### config.mk
export PLATFORM = sky130hd
export DESIGN_NAME = pwr_halt_ctrl
export DESIGN_NICKNAME = d
export VERILOG_FILES = /design/src/rtl/pwr_halt_pkg.sv /design/src/rtl/pwr_mode_decode.sv /design/src/rtl/pwr_clk_map.sv /design/src/rtl/pwr_status_flags.sv /design/src/rtl/pwr_halt_ctrl.sv
export SDC_FILE = /design/constraint.sdc
export NUM_CORES = 1
export LEC_CHECK = 0
export ABC_AREA = 1
export BUFFER_PORTS_ARGS = -buffer_cell sky130_fd_sc_hd__buf_4
export CORE_AREA = 2 2 39 41
export CTS_CLUSTER_DIAMETER = 30
export DETAILED_ROUTE_END_ITERATION = 6
export DIE_AREA = 0 0 41 43
export PLACE_DENSITY_LB_ADDON = 0.3
export SYNTH_ARGS = -nofsm -noshare
export SYNTH_HDL_FRONTEND = slang
export SYNTH_HIERARCHICAL = 1
export SYNTH_SLANG_ARGS = --single-unit
### constraint.sdc
create_clock -name clk -period 1.6 [get_ports clk]
set_clock_uncertainty 0.1 [all_clocks]
set_input_delay 0.16 -clock clk [delete_from_list [all_inputs] [get_ports clk]]
set_output_delay 0.16 -clock clk [all_outputs]
set_load 0.02 [all_outputs]
### src/rtl/pwr_halt_pkg.sv
package pwr_halt_pkg;

  localparam int MODE_W = 3;

  typedef enum logic [MODE_W-1:0] {
    PM_RUN    = 3'd0,
    PM_SLEEP0 = 3'd1,
    PM_SLEEP1 = 3'd2,
    PM_IDLE0  = 3'd3,
    PM_IDLE1  = 3'd4
  } pmode_e;

  typedef struct packed {
    logic idle_en;
    logic wdt_en;
    logic lvd_en;
    logic sysosc_on;
    logic wdt_src_sub;
  } halt_cfg_t;

  typedef struct packed {
    logic sys;
    logic tbase;
    logic wdt;
  } clk_en_t;

  localparam clk_en_t CLK_ALL_ON = '{sys: 1'b1, tbase: 1'b1, wdt: 1'b1};

endpackage

### src/rtl/pwr_mode_decode.sv
module pwr_mode_decode
  import pwr_halt_pkg::*;
(
  input  halt_cfg_t cfg,
  output pmode_e    mode
);

  logic low_speed_busy;

  assign low_speed_busy = cfg.wdt_en | cfg.lvd_en;

  always_comb begin
    if (cfg.idle_en) begin
      mode = cfg.sysosc_on ? PM_IDLE1 : PM_IDLE0;
    end else begin
      mode = low_speed_busy ? PM_SLEEP1 : PM_SLEEP0;
    end
  end

endmodule

### src/rtl/pwr_clk_map.sv
module pwr_clk_map
  import pwr_halt_pkg::*;
(
  input  pmode_e  mode,
  input  logic    wdt_src_sub,
  output clk_en_t en
);

  always_comb begin
    en = CLK_ALL_ON;
    unique case (mode)
      PM_SLEEP0: begin
        en.sys   = 1'b0;
        en.tbase = 1'b0;
        en.wdt   = 1'b0;
      end
      PM_SLEEP1: begin
        en.sys   = 1'b0;
        en.tbase = 1'b0;
        en.wdt   = wdt_src_sub;
      end
      PM_IDLE0: begin
        en.sys   = 1'b0;
        en.tbase = 1'b1;
        en.wdt   = wdt_src_sub;
      end
      PM_IDLE1: en = CLK_ALL_ON;
      default:  en = CLK_ALL_ON;
    endcase
  end

endmodule

### src/rtl/pwr_status_flags.sv
module pwr_status_flags (
  input  logic clk,
  input  logic rst,
  input  logic enter,
  input  logic pdf_clr,
  input  logic timeout,
  output logic pdf,
  output logic to
);

  always_ff @(posedge clk) begin
    if (rst) begin
      pdf <= 1'b0;
      to  <= 1'b0;
    end else begin
      if (enter)        pdf <= 1'b1;
      else if (pdf_clr) pdf <= 1'b0;

      if (enter)        to <= 1'b0;
      else if (timeout) to <= 1'b1;
    end
  end

endmodule

### src/rtl/pwr_halt_ctrl.sv
module pwr_halt_ctrl
  import pwr_halt_pkg::*;
(
  input  logic                clk,
  input  logic                rst,
  input  logic                halt_i,
  input  logic                idle_en_i,
  input  logic                wdt_en_i,
  input  logic                lvd_en_i,
  input  logic                sysosc_idle_i,
  input  logic                wdt_src_sub_i,
  input  logic                wake_i,
  input  logic                pdf_clr_i,
  input  logic                wdt_timeout_i,
  output logic [MODE_W-1:0]   mode_o,
  output logic                sys_clk_en_o,
  output logic                tb_clk_en_o,
  output logic                wdt_clk_en_o,
  output logic                wdt_clr_o,
  output logic                pdf_o,
  output logic                to_o
);

  halt_cfg_t cfg_in;
  pmode_e    mode_q, dec_mode, mode_n;
  clk_en_t   en_q, en_n;
  logic      clr_q;
  logic      enter, leave;

  assign cfg_in = '{idle_en:     idle_en_i,
                    wdt_en:      wdt_en_i,
                    lvd_en:      lvd_en_i,
                    sysosc_on:   sysosc_idle_i,
                    wdt_src_sub: wdt_src_sub_i};

  assign enter  = halt_i && (mode_q == PM_RUN);
  assign leave  = wake_i && (mode_q != PM_RUN);
  assign mode_n = enter ? dec_mode : PM_RUN;

  pwr_mode_decode u_decode (
    .cfg  (cfg_in),
    .mode (dec_mode)
  );

  pwr_clk_map u_map (
    .mode        (mode_n),
    .wdt_src_sub (cfg_in.wdt_src_sub),
    .en          (en_n)
  );

  always_ff @(posedge clk) begin
    if (rst) begin
      mode_q <= PM_RUN;
      en_q   <= CLK_ALL_ON;
      clr_q  <= 1'b0;
    end else begin
      clr_q <= enter;
      if (enter || leave) begin
        mode_q <= mode_n;
        en_q   <= en_n;
      end
    end
  end

  pwr_status_flags u_flags (
    .clk     (clk),
    .rst     (rst),
    .enter   (enter),
    .pdf_clr (pdf_clr_i),
    .timeout (wdt_timeout_i),
    .pdf     (pdf_o),
    .to      (to_o)
  );

  assign mode_o       = mode_q;
  assign sys_clk_en_o = en_q.sys;
  assign tb_clk_en_o  = en_q.tbase;
  assign wdt_clk_en_o = en_q.wdt;
  assign wdt_clr_o    = clr_q;

endmodule

After elaboration in Yosys (flattened, before gate mapping). Index checks and enable logic that the tools add are counted.

Register bits after elaboration: 9. Input bits: 11. Output and inout port bits: 9. Word-level logic and storage cells: 25.

Equal/unequal tests: 3. Muxes and demuxes: 7. Bitwise operators: 1. Reductions and logical operators: 7.

Operators by type and width (count): $mux W3 (3); $pmux W3 S3 (1); $eq A3 B2 Y1 const B (2); $eq A3 B1 Y1 const B (1); $logic_not A3 Y1 (1); $reduce_bool A3 Y1 (1); $logic_and A1 B1 Y1 (2); $mux W1 (2); $mux W2 (1); $reduce_bool A2 Y1 (1); $reduce_or A2 Y1 (1); $logic_or A1 B1 Y1 (1); $or A1 B1 Y1 (1).

Longest topological paths before layout.
Depth after elaboration: 6. Gate-level depth with buffers: 10. Gate-level depth less buffers: 10.

Cells and area by module. The synthesis kept the hierarchy.

By module, submodules not included: pwr_halt_ctrl (instances 1, cells each 38, area each 305.3 sq um); pwr_status_flags (instances 1, cells each 8, area each 65.1 sq um); pwr_mode_decode (instances 1, cells each 10, area each 42.5 sq um); pwr_clk_map (instances 1, cells each 9, area each 38.8 sq um).

Least setup slack after synthesis. OpenSTA, ideal clock, no wires.

Kind: register to register. Start point: register mode_q[2], in the netlist mode_o[2]. End point: register en_q (netlist bit tb_clk_en_o). Arrival time: 1.133 ns. Data required time: 1.380 ns. Setup slack: 0.247 ns. Cell stages (with the launch flop): 11. Period minus slack after synthesis: 1.353 ns. Path through: dfxtp_1 nor2_4 nand3_4 clkinv_2 nand2_2 inv_1 inv_1 nand2_2 nand3_1 nand2_1 nand3_1.

RTL lines: start: declaration (RTL line pwr_halt_ctrl.sv:25) `pmode_e mode_q, dec_mode, mode_n;`; start signal: assignment (RTL line pwr_halt_ctrl.sv:59) `mode_q <= mode_n;`; end signal: assignment (RTL line pwr_halt_ctrl.sv:60) `en_q <= en_n;`; end: declaration (RTL line pwr_halt_ctrl.sv:26) `clk_en_t en_q, en_n;`.

==> reports/metrics.yaml <==
p_seq_share_pct: 42.8
place_area_um2: 614
final_hold_viol_count: 0
place.gp.congestion: 0.733
crit_path_end_kind: "register"
critical_path_class: "reg2reg"
p_per_area_nw_per_um2: 937
ys_seq_elements: 9
grt_max_degree: 8
ys_types: 13
status: "finished clean"
crit_slowest_cell: "dfxtp_1"
power.total_mw: 0.600
final_area_um2: 641
io_buffers: 19
grt_antenna_before_repair: 0
hp-start: "rst"
die_w_um: 41
cts_tree: "built"
synth_ff_type: "dfxtp_1"
synth-warning-count: 6
synth_top_area_share_pct: 39.9
hpwl_um: 714
p_sw_share_pct: 31.0
path_buf_inv: 3
first_pass_iters: 4
crit_path_max_incr_delay_ns: 0.35
fin_cells: 104
syn_nets: 76
antenna_cells: 0
pre_cts_slack_ns: 0.213
hold_class: "in2reg"
grt_pass1_wl_mm: 1.40
ir_worst_vdd_v: 0.000303
cts_buffers: 3
tightest_slew_ns: 0.174
rsz0062_at_grt: "no"
synth_edf_count: 0
place_inst: 100
cp.arrival_ns: 1.44
relSlewSlack_pct: 88.4
clockBufferDepth: 2
final_nets: 100
cts_setup_buffers: 0
fmax_ghz: 0.718
synthToLayoutAreaGrowth_pct: 41.8
grt_pass1_vias: 355
drt-total-wl_um: 875
clkSinkCount: 9
htree_levels: 1
rows: 14
max_cap_violations: 0
critPathMaxFanout: 7
power_leakage_nw: 0.355
layout-drive-gt1-share_pct: 36.4
finalWorstSetupSlack_ns: 0.208
synthCells: 65
nFillCells: 153
fin_crit_ns: 1.39
ctsResizeCount: 0
root_buffer: "clkbuf_4"
path_clk_slew_ns: 0.06
pwr-share-clk_pct: 29.5
synth_most_common_cell: "nand2_1"
internal-power_mw: 0.414
yosysSeqAreaShare_pct: 39.9
critPathLaunchType: "register"
hold_ws_ns: 0.00268
synth_area_um2: 452
synth_area_leader_cell: "dfxtp_1"
dieArea_um2: 1760
critPathLaunch: "mode_o[2]"
drc: 0
crit_chain: "nor2_4 -> nand3_4 -> clkinv_2 -> nand2_2 -> inv_1 -> inv_1 -> nand2_2 -> nand3_1 -> nand2_1 -> nand3_1"
post-route-period-util_pct: 87.0
coreArea_um2: 1380
fin_util_pct: 46.3
start_util_pct: 32.6
finalSetupTns_ns: 0
dr_total_vias: 441
synthTopCellsByArea: "dfxtp_1 40%, nand2_1 13%, inv_1 12%"
p_comb_share_pct: 27.7
clk_latency_ns: 0.26
path_delay_family: "simple AND/OR/NAND/NOR gates"
ios: 20
worstPathRequired_ns: 1.65
die_h_um: 43
grtUsageTotal_pct: 12.1
syn_avg_cell_area_um2: 6.95
final_max_slew_viol_count: 0
setup_viol: 0
wl_per_cell_um: 8.41
drtAntennaViolNets: 0
ys_top_cells_by_count: "16 x nand2_1, 14 x inv_1, 9 x dfxtp_1, 9 x nand3_1, 5 x nand2_2"
reg2reg_from: "mode_o[2]"
avgViaCountPerCell: 4.24
grt_overflow: 0
cts_hold_buf: 0
async_flop_share_pct: 0
drt_iter0_drc: 10
netSwitchingPower_mw: 0.186
-- per-layer routing --
metal  share of wire (%)  GRT usage [%]  vias to the layer above
met5                   0              0                        -
met4                 4.0           12.0                        0
met3                 7.1           1.57                        5
met2                  43           16.3                       17
met1                  46           15.2                      176
li1                    -              -                      243
-- worst paths after layout --
kind / end / slack (ns) / cells past startpoint
setup / recovery: tb_clk_en_o / 0.21 / 10
setup reg to reg: tb_clk_en_o / 0.21 / 10
hold reg to reg: u_flags/pdf / 0.36 / 2
hold / removal: mode_o[2] / 0.003 / 2
-- cells in the final DEF (no fill, tap or decap), drive strengths merged --
cell     n
nor2     4
nand2   21
nor3     1
clkbuf   4
dfxtp    9
o21ai    1
clkinv   1
buf     19
inv     14
nand3   10
a21oi    4
-- registers in the layout (all words and copies together) (netlist names) --
name / count
tb_clk_en_o: 1
u_flags/to: 1
wdt_clk_en_o: 1
sys_clk_en_o: 1
mode_o: 3
wdt_clr_o: 1
u_flags/pdf: 1
-- power by group through the flow --
stage                     Sequential (mW)  Combinational (mW)  Clock (mW)
after detailed placement            0.262               0.167           0
after global placement              0.261               0.167           0
after global routing                0.260               0.186       0.189
final                               0.257               0.166       0.177
after CTS                           0.257               0.168       0.180
after floorplan                     0.286              0.0760           0
-- area by class of cell --
cell class | instances | area, um2 | area share (%)
Multi-Input combinational cell | 41 | 214 | 33.4
Inverter | 15 | 57.6 | 8.98
Timing Repair Buffer | 19 | 143 | 22.3
Sequential cell | 9 | 180 | 28.1
Tap cell | 16 | 20.0 | 3.13
Clock buffer | 4 | 26.3 | 4.10
-- cells by family (layout without fill, tap and decap cells) --
| group | after synthesis | after routing | synth area share [%] |
|---|---|---|---|
| simple gates | 36 | 36 | 40.2 |
| buf+inv | 15 | 38 | 12.7 |
| flops | 9 | 9 | 39.9 |
| compound gates | 5 | 5 | 7.20 |
No activity file was read; power rests on OpenSTA's default activity.
